### config.mk
export PLATFORM = sky130hd
export DESIGN_NAME = mux_bus_if
export DESIGN_NICKNAME = d
export VERILOG_FILES = /design/src/rtl/mux_bus_if.sv
export SDC_FILE = /design/constraint.sdc
export NUM_CORES = 1
export LEC_CHECK = 0
export ABC_AREA = 0
export BUFFER_PORTS_ARGS = -buffer_cell sky130_fd_sc_hd__buf_2
export CELL_PAD_IN_SITES_DETAIL_PLACEMENT = 0
export CELL_PAD_IN_SITES_GLOBAL_PLACEMENT = 2
export CORE_MARGIN = 4
export CORE_UTILIZATION = 29
export CTS_CLUSTER_DIAMETER = 40
export CTS_CLUSTER_SIZE = 14
export DETAILED_ROUTE_END_ITERATION = 10
export GPL_TIMING_DRIVEN = 0
export PLACE_DENSITY_LB_ADDON = 0.1
export SYNTH_ARGS = -nofsm -noshare
export SYNTH_HDL_FRONTEND = slang
export SYNTH_SLANG_ARGS = --single-unit
export TNS_END_PERCENT = 50
### constraint.sdc
create_clock -name clk -period 2 [get_ports clk]
set_clock_uncertainty 0.1 [all_clocks]
set_input_delay 0.4 -clock clk [delete_from_list [all_inputs] [get_ports clk]]
set_output_delay 0.4 -clock clk [all_outputs]
set_load 0.01 [all_outputs]
### src/rtl/mux_bus_if.sv
module mux_bus_if #(
  parameter int PW = 8,
  parameter logic [2*PW-1:0] HI_REG_ADDR = 'h1004,
  parameter logic [2*PW-1:0] LO_REG_ADDR = 'h1003,
  parameter logic [2*PW-1:0] LO_DIR_ADDR = 'h1007
) (
  input  logic            clk,
  input  logic            rst_n,
  input  logic            mode_exp,
  input  logic            acc_req,
  input  logic [2*PW-1:0] acc_addr,
  input  logic [PW-1:0]   acc_wdata,
  input  logic            acc_rnw,
  output logic            acc_take,
  output logic [PW-1:0]   acc_rdata,
  output logic            acc_rvalid,
  output logic            e_clk,
  output logic            as_strb,
  output logic [PW-1:0]   hi_out,
  output logic [PW-1:0]   hi_oe,
  output logic [PW-1:0]   lo_out,
  output logic [PW-1:0]   lo_oe,
  input  logic [PW-1:0]   lo_in
);
  localparam int AW = 2 * PW;

  logic            run_q, mode_q, ph_q;
  logic [AW-1:0]   a_addr;
  logic [PW-1:0]   a_wdata;
  logic            a_rnw, a_req;
  logic [PW-1:0]   hi_q, lo_q, dir_q, rd_q, int_rd;
  logic            rv_q;

  assign acc_take = ~run_q | ph_q;

  always_comb begin
    int_rd = '0;
    if (a_addr == HI_REG_ADDR)      int_rd = hi_q;
    else if (a_addr == LO_REG_ADDR) int_rd = (lo_in & ~dir_q) | (lo_q & dir_q);
    else if (a_addr == LO_DIR_ADDR) int_rd = dir_q;
  end

  always_ff @(posedge clk or negedge rst_n) begin
    if (!rst_n) begin
      run_q   <= 1'b0;
      mode_q  <= 1'b0;
      ph_q    <= 1'b0;
      a_addr  <= '0;
      a_wdata <= '0;
      a_rnw   <= 1'b1;
      a_req   <= 1'b0;
      hi_q    <= '0;
      lo_q    <= '0;
      dir_q   <= '0;
      rd_q    <= '0;
      rv_q    <= 1'b0;
    end else begin
      run_q <= 1'b1;
      if (!run_q) mode_q <= mode_exp;
      ph_q <= run_q & ~ph_q;
      rv_q <= 1'b0;
      if (acc_take) begin
        if (run_q && a_req) begin
          if (a_rnw) begin
            rv_q <= 1'b1;
            rd_q <= mode_q ? lo_in : int_rd;
          end else if (!mode_q) begin
            if (a_addr == HI_REG_ADDR) hi_q  <= a_wdata;
            if (a_addr == LO_REG_ADDR) lo_q  <= a_wdata;
            if (a_addr == LO_DIR_ADDR) dir_q <= a_wdata;
          end
        end
        a_addr  <= acc_addr;
        a_wdata <= acc_wdata;
        a_rnw   <= acc_rnw | ~acc_req;
        a_req   <= acc_req;
      end
    end
  end

  assign acc_rdata  = rd_q;
  assign acc_rvalid = rv_q;
  assign e_clk      = ph_q;
  assign as_strb    = run_q & mode_q & ~ph_q;
  assign hi_out     = mode_q ? a_addr[AW-1:PW] : hi_q;
  assign hi_oe      = {PW{run_q}};
  assign lo_out     = mode_q ? (ph_q ? a_wdata : a_addr[PW-1:0]) : lo_q;

  always_comb begin
    if (!run_q)                  lo_oe = '0;
    else if (!mode_q)            lo_oe = dir_q;
    else if (!ph_q || !a_rnw)    lo_oe = '1;
    else                         lo_oe = '0;
  end
endmodule

==> results.py <==
metrics = {
    "final_layout": {
        "layout_common_cells": "84 x nand2_1, 75 x buf_2, 58 x dfrtp_1",
        "layout-drive-gt1-share": 0.428,
        "layout.nets": 457,
        "n_antenna_cell": 0,
        "fin_cells": 561,
        "area_delta_synth_final_pct": 37.5,
        "final_common_cell": "nand2_1",
    },
    "power_and_ir_drop": {
        "power.static_leakage_nw": 2.17,
        "p_per_area_nw_per_um2": 759,
        "pwr-share-clk": 0.334,
        "p_sw_frac": 0.300,
        "p_seq_frac": 0.454,
        "power.total_mw": 3.22,
        "ir_drop_uv": 288,
        "switchingPower_uw": 965,
        "p_comb_frac": 0.212,
        "p_int_mw": 2.25,
    },
    "placed_design": {
        "dpl.cell_count": 531,
        "numPortBuffers": 80,
        "place_ws_ns": -0.672,
        "finalWeightedCongestion": 0.770,
        "place_hpwl_um": 6660,
    },
    "floorplan": {
        "die_w_um": 111,
        "row_count": 37,
        "design.core.area_um2": 10300,
        "pin_count": 81,
        "die_area_um2": 12400,
        "chipHeight_um": 111,
        "start_util": 0.299,
    },
    "synthesis": {
        "postSynthAreaPerCell_um2": 9.80,
        "yosys.area.top_type_share": 0.495,
        "yosysSeqAreaShare": 0.503,
        "syn_inst": 315,
        "netlist_area_um2": 3090,
        "ys.warnings.count": 0,
        "synth.net_count": 352,
        "ys_types": 34,
        "dominantRegCellSynth": "dfrtp_1",
        "synth-edff-count": 0,
        "yosys_register_bits": 62,
        "synthTopCellsByArea": "dfrtp_1 49%, nand2_1 10%, mux2_2 9.1%",
        "synth_top_area_cell": "dfrtp_1",
        "async_flop_share": 1.00,
    },
    "grt": {
        "grt-ovfl-total": 0,
        "antenna_found_initial": 0,
        "grt_use_total": 0.157,
        "grt_pass1_wl_um": 15000,
        "grt_pass1_vias": 2607,
        "grt_max_degree": 63,
    },
    "clocking": {
        "cts_hold_buf": 0,
        "worstSkewPairLatency_ns": 0.34,
        "h-tree-depth": 3,
        "clockBufferDepth": 2,
        "path_clk_slew_ns": 0.07,
        "cts_tree": "done",
        "numCtsBuffers": 9,
        "root_buffer": "clkbuf_8",
        "cts.sinks": 62,
    },
    "sta": {
        "hold_slack_ns": 0.0551,
        "fin_crit_ns": 2.10,
        "timing.final.crit_share": 1.05,
        "clock.fmax_mhz": 477,
        "maxSlewViolCount": 0,
        "rsz0062_at_grt": "yes",
        "hold_viol": 0,
        "tightest_slew_ns": 0.817,
        "relSlewSlack": 0.455,
        "setup-violations-final": 9,
        "worst_slack_ns": -0.0973,
    },
    "worst_setup_path": {
        "crit_family": "simple AND/OR/NAND/NOR gates",
        "critical_path_class": "reg2reg",
        "worst_r2r_path_depth": 5,
        "slowest_delay_ns": 0.51,
        "path_depth": 5,
        "cp.required_ns": 2.12,
        "reg2reg_slack_ns": -0.1,
        "r2r-end": "lo_q[2]$_DFFE_PN0P_",
        "end_kind": "flop",
        "startpoint": "a_addr[9]$_DFFE_PN0N_",
        "slowest_stage": "or4_4",
        "worstSetupStartpointType": "flop",
        "cp_max_fo": 8,
        "worstPathCellList": "nor4_4 -> nand4_4 -> or4_4 -> buf_8 -> mux2_4",
        "arrival_ns": 2.21,
        "setup.worst_path.end": "lo_q[2]$_DFFE_PN0P_",
        "timing.rr.start": "a_addr[9]$_DFFE_PN0N_",
        "path_buf_inv": 1,
    },
    "run_status": {
        "failed_checks": "negative setup slack",
        "status": "finished with violations",
    },
    "route": {
        "ant_nets": 0,
        "finalWirelength_um": 9360,
        "vias": 2518,
        "drtIter0Drc": 93,
        "wl_per_cell_um": 16.7,
        "dr.pass1.iters": 4,
        "vias_per_cell": 4.49,
        "drc": 0,
    },
    "worst_hold_path": {
        "hold_path_class": "in2async",
    },
    "job": {
        "drv_cap": 0,
    },
}
-- cells in the mapped netlist, types with 8 or more instances --
master and instances:
nand2b_1 9, o21ai_0 16, nand3_1 9, dfrtp_1 61
clkbuf_1 13, buf_4 8, mux2_2 25, mux2_4 8
a21oi_1 8, o211ai_1 8, a22oi_1 8, mux2i_1 8
nand2_1 85, nor2_1 26
-- power groups by stage --
stage | clock network [mW] | logic [mW] | registers (mW)
2_1_floorplan | 0 | 0.304 | 1.47
3_3_place_gp | 0 | 0.583 | 1.48
3_5_place_dp | 0 | 0.584 | 1.48
4_1_cts | 1.11 | 0.668 | 1.46
5_1_grt | 1.17 | 0.756 | 1.48
6_report | 1.08 | 0.683 | 1.46
-- cell families (layout without fill, tap and decap cells) --
kind of cell,after synthesis,count (layout),synth area share
buffers and inverters,28,138,0.0490
other,1,1,0.00121
AO/OA/AOI/OAI,41,41,0.0799
flip-flops,62,62,0.503
AND/OR/NAND/NOR,142,142,0.211
multiplexers,41,41,0.156
-- cell type report --
cell class	instances	area, µm²
clock buffers	11	131
flip-flops and latches	62	1560
plain buffers	22	228
multi-input cells	225	1490
well taps	136	170
repair buffers	96	607
clock inverters	5	50.0
fillers	1080	6080
inverters	4	16.3
-- timing repair --
action / CTS / global route
buffers inserted: 10 / 4
resized for setup: 44 / 17
pin swaps: 2 / 10
endpoints found under the hold margin: 0 / 0
setup endpoints to repair: 75 / 46
gates cloned: 1 / 1
-- layer usage --
metal,GRT usage,vias up,share of wire
met2,0.239,71,0.45
met3,0.0289,8,0.047
met4,0.0487,0,0.011
met5,0,-,0
li1,-,1267,-
met1,0.225,1172,0.49
-- metrics by stage --
step | setup TNS [ns] | utilization | instance area, µm²
finish | -0.716 | 0.411 | 4240
global route | -2.24 | 0.411 | 4240
CTS | -1.28 | 0.401 | 4140
detailed placement | -12.89 | 0.356 | 3670
global placement | -12.18 | 0.355 | 3670
floorplan | -0.452 | - | 3100
-- state kept, by name, indices dropped and copies added, names as in the netlist --
signal and count:
hi_q 8, a_rnw 1, a_req 1, e_clk 1, a_addr 16, lo_q 8
dir_q 8, mode_q 1, a_wdata 8, acc_rdata 8, acc_rvalid 1, run_q 1
-- worst min-delay path by stage --
stage                     slack [ns]                  endpoint                startpoint  cells past startpoint
final                           0.06           run_q$_DFF_PN0_                     rst_n                      1
after detailed placement        0.39         a_req$_DFFE_PN0N_         a_req$_DFFE_PN0N_                      2
after global routing            0.11         a_req$_DFFE_PN0N_                     rst_n                      1
after floorplan                0.004     a_addr[0]$_DFFE_PN0N_                     rst_n                      0
after CTS                       0.08        mode_q$_DFFE_PN0N_                     rst_n                      1
after global placement          0.39  acc_rdata[0]$_DFFE_PN0P_  acc_rdata[0]$_DFFE_PN0P_                      2
Power figures use the tool's default switching activity.
